$ cat src/rtl/nbu_pkg.sv
package nbu_pkg;

  typedef enum logic [1:0] {
    RX_IDLE,
    RX_START,
    RX_DATA,
    RX_STOP
  } rx_state_e;

  // start + word + stop bits
  function automatic int unsigned frame_len(input int unsigned word_w, input logic two_stop);
    return 1 + word_w + (two_stop ? 2 : 1);
  endfunction

  // tick count at which the start-bit midpoint is checked
  function automatic int unsigned mid_count(input int unsigned ovs);
    return (ovs / 2) - 1;
  endfunction

  // only the all-ones length setting routes the shifter back inward
  function automatic logic loop_sel(input logic [1:0] len);
    return len == 2'b11;
  endfunction

endpackage

$ cat src/rtl/nbu_tx.sv
module nbu_tx
  import nbu_pkg::*;
#(
  parameter int unsigned OVS    = 16,
  parameter int unsigned DATA_W = 8
) (
  input  logic              clk,
  input  logic              rst_n,
  input  logic              tick,
  input  logic              wr,
  input  logic [DATA_W-1:0] wdata,
  input  logic              wbit9,
  input  logic              two_stop,
  output logic              ser_o,
  output logic              buf_empty_o,
  output logic              busy_o,
  output logic              load_o
);
  localparam int unsigned WORD_W = DATA_W + 1;
  localparam int unsigned SH_W   = WORD_W + 3;
  localparam int unsigned CNT_W  = $clog2(OVS);
  localparam int unsigned LEFT_W = $clog2(SH_W + 1);
  localparam logic [CNT_W-1:0] LAST = CNT_W'(OVS - 1);

  logic [WORD_W-1:0] buf_q;
  logic              buf_full_q;
  logic [SH_W-1:0]   sh_q;
  logic              busy_q;
  logic [CNT_W-1:0]  cnt_q;
  logic [LEFT_W-1:0] left_q;
  logic              bit_end;
  logic              finish;

  assign bit_end = busy_q && tick && (cnt_q == LAST);
  assign finish  = bit_end && (left_q == '0);
  // a waiting character is taken on the same tick the last stop bit ends
  assign load_o  = tick && buf_full_q && (!busy_q || finish);

  always_ff @(posedge clk) begin
    if (!rst_n) begin
      buf_q      <= '0;
      buf_full_q <= 1'b0;
    end else if (wr) begin
      buf_q      <= {wbit9, wdata};
      buf_full_q <= 1'b1;
    end else if (load_o) begin
      buf_full_q <= 1'b0;
    end
  end

  always_ff @(posedge clk) begin
    if (!rst_n) begin
      sh_q   <= '1;
      busy_q <= 1'b0;
      cnt_q  <= '0;
      left_q <= '0;
    end else if (load_o) begin
      sh_q   <= {2'b11, buf_q, 1'b0};
      busy_q <= 1'b1;
      cnt_q  <= '0;
      left_q <= LEFT_W'(frame_len(WORD_W, two_stop) - 1);
    end else if (busy_q && tick) begin
      if (cnt_q == LAST) begin
        cnt_q <= '0;
        if (finish) begin
          busy_q <= 1'b0;
        end else begin
          sh_q   <= {1'b1, sh_q[SH_W-1:1]};
          left_q <= left_q - 1'b1;
        end
      end else begin
        cnt_q <= cnt_q + 1'b1;
      end
    end
  end

  assign ser_o       = busy_q ? sh_q[0] : 1'b1;
  assign buf_empty_o = !buf_full_q;
  assign busy_o      = busy_q;

endmodule

$ cat src/rtl/nbu_rx.sv
module nbu_rx
  import nbu_pkg::*;
#(
  parameter int unsigned OVS    = 16,
  parameter int unsigned DATA_W = 8
) (
  input  logic            clk,
  input  logic            rst_n,
  input  logic            tick,
  input  logic            rxd,
  output logic            done_o,
  output logic [DATA_W:0] word_o,
  output logic            stop_bad_o
);
  localparam int unsigned WORD_W = DATA_W + 1;
  localparam int unsigned CNT_W  = $clog2(OVS);
  localparam int unsigned IDX_W  = $clog2(WORD_W);
  localparam logic [CNT_W-1:0] MID   = CNT_W'(mid_count(OVS));
  localparam logic [CNT_W-1:0] LAST  = CNT_W'(OVS - 1);
  localparam logic [IDX_W-1:0] TOP_I = IDX_W'(WORD_W - 1);

  rx_state_e         st_q;
  logic [CNT_W-1:0]  cnt_q;
  logic [IDX_W-1:0]  idx_q;
  logic [WORD_W-1:0] sh_q;
  logic              mid_pt;
  logic              bit_end;

  assign mid_pt  = tick && (cnt_q == MID);
  assign bit_end = tick && (cnt_q == LAST);

  always_ff @(posedge clk) begin
    if (!rst_n) begin
      st_q       <= RX_IDLE;
      cnt_q      <= '0;
      idx_q      <= '0;
      sh_q       <= '0;
      done_o     <= 1'b0;
      word_o     <= '0;
      stop_bad_o <= 1'b0;
    end else begin
      done_o <= 1'b0;
      unique case (st_q)
        RX_IDLE: begin
          if (tick && !rxd) begin
            st_q  <= RX_START;
            cnt_q <= '0;
          end
        end
        RX_START: begin
          if (mid_pt) begin
            cnt_q <= '0;
            idx_q <= '0;
            st_q  <= rxd ? RX_IDLE : RX_DATA;
          end else if (tick) begin
            cnt_q <= cnt_q + 1'b1;
          end
        end
        RX_DATA: begin
          if (bit_end) begin
            cnt_q <= '0;
            sh_q  <= {rxd, sh_q[WORD_W-1:1]};
            if (idx_q == TOP_I) st_q <= RX_STOP;
            else                idx_q <= idx_q + 1'b1;
          end else if (tick) begin
            cnt_q <= cnt_q + 1'b1;
          end
        end
        RX_STOP: begin
          if (bit_end) begin
            cnt_q      <= '0;
            st_q       <= RX_IDLE;
            done_o     <= 1'b1;
            word_o     <= sh_q;
            stop_bad_o <= !rxd;
          end else if (tick) begin
            cnt_q <= cnt_q + 1'b1;
          end
        end
        default: st_q <= RX_IDLE;
      endcase
    end
  end

endmodule

$ cat src/rtl/nbu_rxbuf.sv
module nbu_rxbuf #(
  parameter int unsigned DATA_W = 8
) (
  input  logic              clk,
  input  logic              rst_n,
  input  logic              done_i,
  input  logic [DATA_W:0]   word_i,
  input  logic              stop_bad_i,
  input  logic              rd_i,
  input  logic              err_clr_i,
  input  logic              attn_set_i,
  output logic [DATA_W-1:0] data_o,
  output logic              bit9_o,
  output logic              full_o,
  output logic              fe_o,
  output logic              ov_o,
  output logic              attn_o,
  output logic              accept_o,
  output logic              drop_o
);
  logic is_addr;

  assign is_addr  = word_i[DATA_W];
  assign drop_o   = done_i && attn_o && !is_addr;
  assign accept_o = done_i && !drop_o;

  always_ff @(posedge clk) begin
    if (!rst_n) begin
      data_o <= '0;
      bit9_o <= 1'b0;
      full_o <= 1'b0;
    end else if (accept_o) begin
      full_o <= 1'b1;
      if (!full_o) begin
        data_o <= word_i[DATA_W-1:0];
        bit9_o <= is_addr;
      end
    end else if (rd_i) begin
      full_o <= 1'b0;
    end
  end

  // sticky flags: a new event wins over a clear in the same cycle
  always_ff @(posedge clk) begin
    if (!rst_n) begin
      fe_o <= 1'b0;
      ov_o <= 1'b0;
    end else begin
      fe_o <= (accept_o && stop_bad_i) || (fe_o && !err_clr_i);
      ov_o <= (accept_o && full_o)     || (ov_o && !err_clr_i);
    end
  end

  always_ff @(posedge clk) begin
    if (!rst_n)                   attn_o <= 1'b0;
    else if (attn_set_i)          attn_o <= 1'b1;
    else if (accept_o && is_addr) attn_o <= 1'b0;
  end

endmodule

$ cat src/rtl/uart9_addr_filter.sv
module uart9_addr_filter
  import nbu_pkg::*;
#(
  parameter int unsigned OVS         = 16,
  parameter int unsigned DATA_W      = 8,
  parameter int unsigned SYNC_STAGES = 2
) (
  input  logic              clk,
  input  logic              rst_n,
  input  logic              baud_tick,
  input  logic [1:0]        char_len,
  input  logic              two_stop,
  input  logic              attn_set,
  input  logic              tx_wr,
  input  logic [DATA_W-1:0] tx_data,
  input  logic              tx_bit9,
  output logic              tx_empty,
  output logic              tx_busy,
  output logic              txd,
  input  logic              rxd,
  input  logic              rx_rd,
  input  logic              err_clr,
  output logic [DATA_W-1:0] rx_data,
  output logic              rx_bit9,
  output logic              rx_full,
  output logic              rx_frame_err,
  output logic              rx_overrun,
  output logic              attn_on
);
  localparam int unsigned SYNC_N = (SYNC_STAGES < 2) ? 2 : SYNC_STAGES;

  logic              loop_on;
  logic              tx_ser;
  logic              tx_load;
  logic              rx_src;
  logic [SYNC_N-1:0] sync_q;
  logic              rx_done;
  logic [DATA_W:0]   rx_word;
  logic              rx_stop_bad;
  logic              rx_accept;
  logic              rx_drop;

  assign loop_on = loop_sel(char_len);

  nbu_tx #(.OVS(OVS), .DATA_W(DATA_W)) u_tx (
    .clk        (clk),
    .rst_n      (rst_n),
    .tick       (baud_tick),
    .wr         (tx_wr),
    .wdata      (tx_data),
    .wbit9      (tx_bit9),
    .two_stop   (two_stop),
    .ser_o      (tx_ser),
    .buf_empty_o(tx_empty),
    .busy_o     (tx_busy),
    .load_o     (tx_load)
  );

  assign txd    = loop_on ? 1'b1 : tx_ser;
  assign rx_src = loop_on ? tx_ser : rxd;

  always_ff @(posedge clk) begin
    if (!rst_n) sync_q <= '1;
    else        sync_q <= {sync_q[SYNC_N-2:0], rx_src};
  end

  nbu_rx #(.OVS(OVS), .DATA_W(DATA_W)) u_rx (
    .clk       (clk),
    .rst_n     (rst_n),
    .tick      (baud_tick),
    .rxd       (sync_q[SYNC_N-1]),
    .done_o    (rx_done),
    .word_o    (rx_word),
    .stop_bad_o(rx_stop_bad)
  );

  nbu_rxbuf #(.DATA_W(DATA_W)) u_buf (
    .clk       (clk),
    .rst_n     (rst_n),
    .done_i    (rx_done),
    .word_i    (rx_word),
    .stop_bad_i(rx_stop_bad),
    .rd_i      (rx_rd),
    .err_clr_i (err_clr),
    .attn_set_i(attn_set),
    .data_o    (rx_data),
    .bit9_o    (rx_bit9),
    .full_o    (rx_full),
    .fe_o      (rx_frame_err),
    .ov_o      (rx_overrun),
    .attn_o    (attn_on),
    .accept_o  (rx_accept),
    .drop_o    (rx_drop)
  );

endmodule

$ cat config.mk
export PLATFORM = sky130hd
export DESIGN_NAME = uart9_addr_filter
export DESIGN_NICKNAME = d
export VERILOG_FILES = /design/src/rtl/nbu_pkg.sv /design/src/rtl/nbu_tx.sv /design/src/rtl/nbu_rx.sv /design/src/rtl/nbu_rxbuf.sv /design/src/rtl/uart9_addr_filter.sv
export SDC_FILE = /design/constraint.sdc
export NUM_CORES = 1
export LEC_CHECK = 0
export ABC_AREA = 1
export BUFFER_PORTS_ARGS = -buffer_cell sky130_fd_sc_hd__buf_2
export CORE_UTILIZATION = 40
export CTS_CLUSTER_SIZE = 12
export DETAILED_ROUTE_END_ITERATION = 10
export HOLD_SLACK_MARGIN = 0.15
export SYNTH_ARGS = -nofsm -noshare
export SYNTH_HDL_FRONTEND = slang
export SYNTH_SLANG_ARGS = --single-unit
$ cat constraint.sdc
create_clock -name clk -period 1.7 [get_ports clk]
set_clock_uncertainty 0.1 [all_clocks]
set_input_delay 0.425 -clock clk [delete_from_list [all_inputs] [get_ports clk]]
set_output_delay 0.425 -clock clk [all_outputs]
set_load 0.03 [all_outputs]
Word level (Yosys, flattened, before mapping)

Index checks and enable logic that the tools add are counted.

Flip-flop bits (word level): 74
Input bits: 20
Output and inout port bits: 16

Multiplexer cells: 40
Bitwise gates (word level): 2
Reduce and logical (&&, ||, !) cells: 44
$add $sub $neg: 6
Equal/unequal tests: 15

Operators with widths:

| operator                                                               | number |
|---|---|
| 4-bit 2-to-1 mux                                                       | 12 |
| 10-bit 2-to-1 mux                                                      | 4 |
| 1-bit logical AND                                                      | 16 |
| 1-bit 2-to-1 mux                                                       | 14 |
| 2-bit 2-to-1 mux                                                       | 7 |
| 2-bit nonzero test                                                     | 7 |
| 4-bit by 1-bit adder with 4-bit output (second input constant)         | 3 |
| 4-bit equality test (second input constant)                            | 3 |
| 4-bit case mux with 3 select lines                                     | 1 |
| 2-bit by 1-bit != test with 1-bit output (second input constant)       | 5 |
| 2-bit case mux with 4 select lines                                     | 1 |
| 4-bit case mux with 2 select lines                                     | 1 |
| 2-bit AND reduction                                                    | 4 |
| 4-bit by 1-bit subtractor with 4-bit output (second input constant)    | 2 |
| 2-bit equality test (second input constant)                            | 3 |
| 1-bit logical NOT                                                      | 6 |
| 3-bit AND reduction                                                    | 2 |
| 5-bit AND reduction                                                    | 1 |
| 4-bit adder (first input constant)                                     | 1 |
| 4-bit by 3-bit equality test with 1-bit output (second input constant) | 1 |
| 4-bit logical NOT                                                      | 1 |
| 2-bit != test (second input constant)                                  | 2 |
| 4-bit AND reduction                                                    | 1 |
| 2-bit OR reduction                                                     | 2 |
| other kinds (4)                                                        | 7 |

Longest topological paths before layout

Gate-level depths: netlist (run 1).

Word-level depth: 7
Depth in mapped cells: 12

Hierarchy

A second synthesis (run 1) with hierarchy kept.

Cells, all modules: 452
Area, all modules: 3290.7 µm²

Modules (own cells, without submodules):

| module            | times used | cells each | sequential area each (µm²) | area an instance (µm²) |
|---|---|---|---|---|
| nbu_tx            | 1          | 185        | 580.6                      | 1346.3 |
| nbu_rx            | 1          | 178        | 600.6                      | 1310.0 |
| nbu_rxbuf         | 1          | 79         | 260.2                      | 556.8 |
| uart9_addr_filter | 1          | 10         | 40.0                       | 77.6 |

Worst setup path before layout (run 1)

No wires, ideal clock.

Path type: flip-flop to flip-flop
Start: register u_tx.busy_q (netlist: u_tx.busy_o)
End: register u_tx.sh_q[9]
Clock period less this slack: 1.696 ns
Path buffers: 1
Arrival time: 1.471 ns
Cell stages (with the launch flop): 10
Slack: 0.004 ns
Required time: 1.474 ns
Path through: dfxtp_1 > nand2_4 > nor2_4 > nand2_1 > nand2_2 > nand2_2 > buf_6 > or2_0 > nand2_1 > nand2_1

Cells in the longest elaborated chain, start to end: 7

Ends and longest elaborated chain:

| item                                                          | RTL line                   | text |
|---|---|---|
| from (decl)                                                   | nbu_tx.sv:28               | `logic busy_q;` |
| from (signal assigned)                                        | nbu_tx.sv:54               | `busy_q <= 1'b0;` |
| from (signal assigned)                                        | nbu_tx.sv:59               | `busy_q <= 1'b1;` |
| from (signal assigned)                                        | nbu_tx.sv:66               | `busy_q <= 1'b0;` |
| 1-bit logical AND                                             | nbu_tx.sv:34, nbu_tx.sv:62 |  |
| 1-bit logical AND                                             | nbu_tx.sv:34               | `assign bit_end = busy_q && tick && (cnt_q == LAST);` |
| 1-bit logical AND                                             | nbu_tx.sv:35               | `assign finish = bit_end && (left_q == '0);` |
| 1-bit logical OR                                              | nbu_tx.sv:37               | `assign load_o = tick && buf_full_q && (!busy_q \|\| finish);` |
| 1-bit logical AND                                             | nbu_tx.sv:37               |  |
| 2-bit != test (no line) or 2-bit nonzero test (tied branches) | n/a                        |  |
| 3-bit AND reduction (no line)                                 | n/a                        |  |
| to (signal assigned)                                          | nbu_tx.sv:58               | `sh_q <= {2'b11, buf_q, 1'b0};` |
| to (signal assigned)                                          | nbu_tx.sv:68               | `sh_q <= {1'b1, sh_q[SH_W-1:1]};` |
| to (decl)                                                     | nbu_tx.sv:27               | `logic [SH_W-1:0] sh_q;` |

Parallel ways exist; a longest one is shown, timed or not.
A chain may end at the register's enable or synchronous reset.

Worst setup path after layout (run 1)

Start: register u_tx.busy_q (netlist: u_tx.busy_o)
End: output txd

Cells in the longest elaborated chain, start to end: 2

Ends and longest elaborated chain:

| item             | RTL line                | text |
|---|---|---|
| 1-bit 2-to-1 mux | nbu_tx.sv:77            | `assign ser_o = busy_q ? sh_q[0] : 1'b1;` |
| 1-bit 2-to-1 mux | uart9_addr_filter.sv:59 | `assign txd = loop_on ? 1'b1 : tx_ser;` |
| to (decl)        | uart9_addr_filter.sv:19 | `output logic txd,` |

Every way passes these cells.

==> summary.txt, run 1 <==
CTS
  • CTS sink cnt: 74
  • Max clock buf depth: 2
  • Clock root cell: clkbuf_8
  • Hold buffers post-CTS: 0
  • Max H-tree Level: 3
  • Worst skew pair latency: 0.35 ns
  • Worst-path clk slew: 0.07 ns
  • TritonCTS clock tree: built
  • CTS Buf Count: 9

Synth
  • Mapped Area: 3019 um^2
  • Post-Syn Instances: 408
  • Ys flop type: dfxtp_1
  • Seq/Total Area, Yosys: 0.4907
  • Synth async-reset ratio: 0
  • Synthesized flop and latch total: 74
  • Yosys cell types: 30
  • Avg Synthesized Cell Area: 7.400 um^2
  • Synth warnings: 0
  • Net Count, Synth: 433
  • EDFF count, synth: 0

Cells and area
  • Commonest non-fill, non-tap cell in the layout: nor2_1
  • Most frequent cells in the layout: nor2_1, dfxtp_1, nand2_1, o21ai_0, buf_2
  • Finished Core Util: 0.5197
  • FILL cells: 746
  • Area growth from synthesis to layout: 25.53%
  • Final Net Count: 487
  • # diodes: 0
  • Share of layout cells above drive strength 1: 0.2270
  • Final Instance Area: 3790 um^2
  • Final Instance Count excl. Fillers: 566

Job
  • Max-Cap Viols: 0

Detailed routing
  • Via count: 2694
  • Drt drc: 0
  • Routed Antenna Nets: 0
  • Post-Route WL: 6422 um
  • WL/cell: 11.35 um
  • Vias/cell: 4.760
  • 1st-iter DRT viols: 109
  • TritonRoute pass-1 iters: 4

STA
  • FMAX: 0.6252 GHz
  • Final min period: 1.600 ns
  • Setup violators final: 0
  • Fin. Hold Viols: 0
  • Fin Hold WS: 0.1880 ns
  • Worst slew margin: 0.7366
  • Worst slew pin tran: 0.3937 ns
  • Fin crit share: 0.9409
  • Max-slew violation count: 0

Setup path
  • Critical path launch point type: flop
  • Critical path type: reg2out
  • CP arrival: 1.07 ns
  • Buf+Inv Stages, Crit Path: 2
  • Worst-path cell chain: buf_4 -> nand3_1 -> buf_2
  • Delay-heaviest family, CP: flip-flops
  • CP max stage cell: dfxtp_2
  • Largest fanout on the critical path: 4
  • Worst setup EP type: output pin
  • CP Data Required Time: 1.17 ns
  • Slowest stage delay, CP: 0.34 ns

GRT
  • First-pass GRT wire length: 10720 um
  • Number of antenna violations at the first check in global routing: 0
  • Remaining global-route overflow: 0
  • Largest net degree at the start of global routing: 26
  • Vias in the first global route: 2399
  • Tot GR Track Use: 0.1780

Placement
  • Port-buffer cells: 35
  • Placed Area: 3396 um^2
  • Placed Cells: 545
  • GPL Wtd Cong: 0.7560
  • Final HPWL DP: 4400 um

Die
  • FP Rows: 31
  • Die width: 88.88 um
  • Initial Utilization: 0.4140
  • Die area: 7900 um^2
  • Core box area: 7292 um^2
  • I/O Pins: 36
  • Die height: 88.88 um

Power and ir drop
  • Total Power: 3.801 mW
  • Leakage power: 1.766 nW
  • Maximum VDD drop: 0.6974 mV
  • Power per cell area: 1003 nW/um^2

Status
  • Outcome: completed

Min path
  • Hold Path Class: in2reg
[area by class of cell]
type | count | area (um^2) | share of cell area
clock buffer | 9 | 123.9 | 0.03268
tap | 99 | 123.9 | 0.03268
sequential | 74 | 1489 | 0.3929
clock inverter | 7 | 126.4 | 0.03334
timing repair buffer | 58 | 381.6 | 0.1007
multi-input combinational | 280 | 1394 | 0.3678
inverter | 39 | 151.4 | 0.03995
[metrics by stage]
stage,setup slack [ns],setup TNS [ns]
after floorplan,0.003648,0
after global placement,0.04611,0
after detailed placement,-0.02056,-0.02713
after CTS,0.01522,0
after global routing,-0.003182,-0.003525
final,0.1004,0
[kinds of logic after synthesis]
family / synth area share
and+or+nand+nor: 0.2731
AOI/OAI and AO/OA: 0.1293
DFF: 0.4907
buffers and inverters: 0.07170
xor gates and xnor gates: 0.01450
adders and majority gates: 0.02072
[path summary, 6_finish.rpt]
kind,endpoint,cells after the start,slack [ns],startpoint
max,txd,3,0.10,u_tx.busy_o
min,sync_q[0],2,0.19,rxd
max reg2reg,u_tx.sh_q[2],10,0.11,u_tx.left_q[1]
min reg2reg,u_buf.bit9_o,2,0.36,u_buf.bit9_o
[power breakdown]
| group | leakage, nW | switching, mW | internal, mW |
|---|---|---|---|
| logic | 1.04 | 0.179 | 0.129 |
| registers | 0.605 | 0.0398 | 1.79 |
| clock network | 0.122 | 0.674 | 0.989 |
| total | 1.77 | 0.893 | 2.91 |
[cells in the mapped netlist, types with 5 or more instances]
cell type | instances | area share
nand2_1 | 60 | 0.075
o21ai_1 | 10 | 0.017
o21ai_0 | 43 | 0.071
inv_2 | 6 | 0.0075
ha_1 | 5 | 0.021
a21oi_1 | 19 | 0.031
dfxtp_1 | 74 | 0.49
inv_1 | 31 | 0.039
xor2_1 | 5 | 0.015
nand4_1 | 6 | 0.012
nor2_1 | 81 | 0.10
clkbuf_1 | 11 | 0.014
nand3_1 | 34 | 0.056
[registers in the layout (all words and copies together), names as in the netlist, 2 cells and up, named ones only]
| signal | count |
|---|---|
| sync_q | 2 |
| u_buf.data_o | 8 |
| u_rx.cnt_q | 4 |
| u_rx.idx_q | 4 |
| u_rx.sh_q | 9 |
| u_rx.word_o | 9 |
| u_tx.buf_q | 9 |
| u_tx.cnt_q | 4 |
| u_tx.left_q | 4 |
| u_tx.sh_q | 10 |
[timing repair]
item	4_1_cts	5_1_grt
setup endpoints to repair	3	38
gates resized for setup	3	26
pin swaps	1	8
cloned	0	1
setup buffers	0	4
hold endpoints to repair	0	0
[layer usage]
metal / track usage / share of wire
met1: 0.2309 / 0.49
met2: 0.2790 / 0.45
met3: 0.06530 / 0.050
met4: 0.04839 / 0.0095
met5: 0 / 0
Note: power is estimated with default switching activity, not from simulation.
==> run 2, diff against run 1 <==
RECOVER_POWER = 50   (was unset)
==> run 2 against run 1 <==
Fmax about the same. Critical path depth unchanged. Design area shrank 0.40%. Wire length fell by 0.23%. Final cell count is the same. Total power hardly changed. Core utilization fell by 0.21 points. Sequential power about the same. First-iteration DRC count is 11% lower. Non-clock buffer count stayed put.
==> summary.txt, run 2 (synthesis results as in run 1) <==
CTS
  • TritonCTS clock tree: built
  • CTS Buf Count: 9
  • CTS sink cnt: 74
  • Hold buffers post-CTS: 0
  • Max H-tree Level: 3
  • Worst skew pair latency: 0.35 ns
  • Clock root cell: clkbuf_8
  • Worst-path clk slew: 0.07 ns
  • Max clock buf depth: 2

GRT
  • Largest net degree at the start of global routing: 26
  • Vias in the first global route: 2399
  • Busiest grt layer: met2
  • Met2 GRT Util: 0.2790
  • Number of antenna violations at the first check in global routing: 0
  • Met1 Usage GRT: 0.2309
  • First-pass GRT wire length: 10720 um
  • Tot GR Track Use: 0.1780
  • Met3 Use GR: 0.06530
  • Remaining global-route overflow: 0

Setup path
  • Reg-to-reg startpoint: u_tx.left_q[1]
  • CP Data Required Time: 1.17 ns
  • Worst setup path startpoint: u_tx.busy_o
  • Largest fanout on the critical path: 4
  • Worst setup EP type: output pin
  • CP arrival: 1.07 ns
  • Critical path launch point type: flop
  • Critical path type: reg2out

Power and ir drop
  • Clk pwr share: 0.438
  • Combinational Power Share: 0.081
  • Leakage power: 1.716 nW
  • Power per cell area: 1007 nW/um^2
  • Maximum VDD drop: 0.6988 mV
  • Seq pwr share: 0.481
  • Switching Share: 0.2353
  • Internal power: 2.907 mW
  • Total Power: 3.802 mW
  • Switching pwr: 0.8946 mW

STA
  • Fin. Hold Viols: 0
  • Final min period: 1.600 ns
  • Setup violators final: 0
  • Final worst slack: 0.1003 ns
  • TNS Setup: 0 ns
  • Max-slew violation count: 0
  • Worst slew pin tran: 0.5372 ns
  • Fin crit share: 0.9410
  • FMAX: 0.6251 GHz
  • Worst slew margin: 0.6415

Detailed routing
  • Post-Route WL: 6407 um
  • Drt drc: 0
  • WL/cell: 11.32 um
  • Routed Antenna Nets: 0
  • Via count: 2706
  • 1st-iter DRT viols: 97
  • TritonRoute pass-1 iters: 4
  • Vias/cell: 4.781

Cells and area
  • # diodes: 0
  • Commonest non-fill, non-tap cell in the layout: nor2_1
  • Multi-input logic area: 1394 um^2
  • Most frequent cells in the layout: nor2_1, dfxtp_1, nand2_1, o21ai_0, nand3_1
  • Final Net Count: 487
  • Largest register FFs: 10
  • Register area: 1489 um^2
  • FILL cells: 745
  • Finished Core Util: 0.5177
  • Most flop-heavy register: u_tx.sh_q
  • Area growth from synthesis to layout: 25.03%
  • Share of layout cells above drive strength 1: 0.1991

Die
  • I/O Pins: 36
  • Die height: 88.88 um
  • Die area: 7900 um^2
  • Core box area: 7292 um^2
  • FP Rows: 31
  • Die width: 88.88 um
  • Initial Utilization: 0.4140

Placement
  • Port-buffer cells: 35
  • Post-placement setup slack: -0.02056 ns
  • GPL Wtd Cong: 0.7560
  • Final HPWL DP: 4400 um

Status
  • Outcome: completed

Min path
  • Min-delay src: rxd
  • Hold Path Class: in2reg

Job
  • Max-Cap Viols: 0
run 2: cell types whose count changed in the layout (fill, tap and decap cells not counted):
cell,before,now
buf_2,35,23
clkbuf_1,0,12
inv_1,28,29
inv_2,7,6
run 2: final timing paths:
path,end,slack (ns),cells after the start
min reg2reg,sync_q[1],0.36,1
max,txd,0.10,3
max reg2reg,u_tx.sh_q[2],0.11,10
min,sync_q[0],0.19,2
run 2: worst max-delay path: stages (launching register included):
cell and delay, ns:
dfxtp_2 0.34, buf_4 0.15, nand3_1 0.07, buf_2 0.19
run 2: layout make-up:
class	count	share of cell area
Sequential cell	74	0.3944
Multi-Input combinational cell	280	0.3692
Timing Repair Buffer	58	0.09712
Inverter	39	0.04011
Clock inverter	7	0.03348
Clock buffer	9	0.03281
Tap cell	99	0.03281
run 2: timing repair:
item | in CTS | in global routing
pin swaps | 1 | 8
endpoints found under the setup margin | 3 | 38
resized for setup | 3 | 26
buffers inserted | 0 | 4
gates cloned | 0 | 1
run 2: through the flow:
stage               instance area [um^2]  std cells  hold slack, ns
finish                              3775        566          0.1879
floorplan                           3019        408          0.2925
global route                        3775        566          0.1663
CTS                                 3655        561          0.1713
global placement                    3396        545          0.3479
detailed placement                  3396        545          0.3361
run 2: layer usage:
metal  vias up  part of all wire
met4         0            0.0095
met1      1215              0.49
met2        50              0.45
li1       1435                 -
met3         6             0.054
met5         -                 0
run 2: power by group through the flow:
stage / logic, mW / clock network [mW] / registers, mW
2_1_floorplan: 0.188 / 0 / 1.86
3_3_place_gp: 0.278 / 0 / 1.86
3_5_place_dp: 0.283 / 0 / 1.86
4_1_cts: 0.286 / 1.70 / 1.82
5_1_grt: 0.357 / 1.79 / 1.84
6_report: 0.308 / 1.66 / 1.83
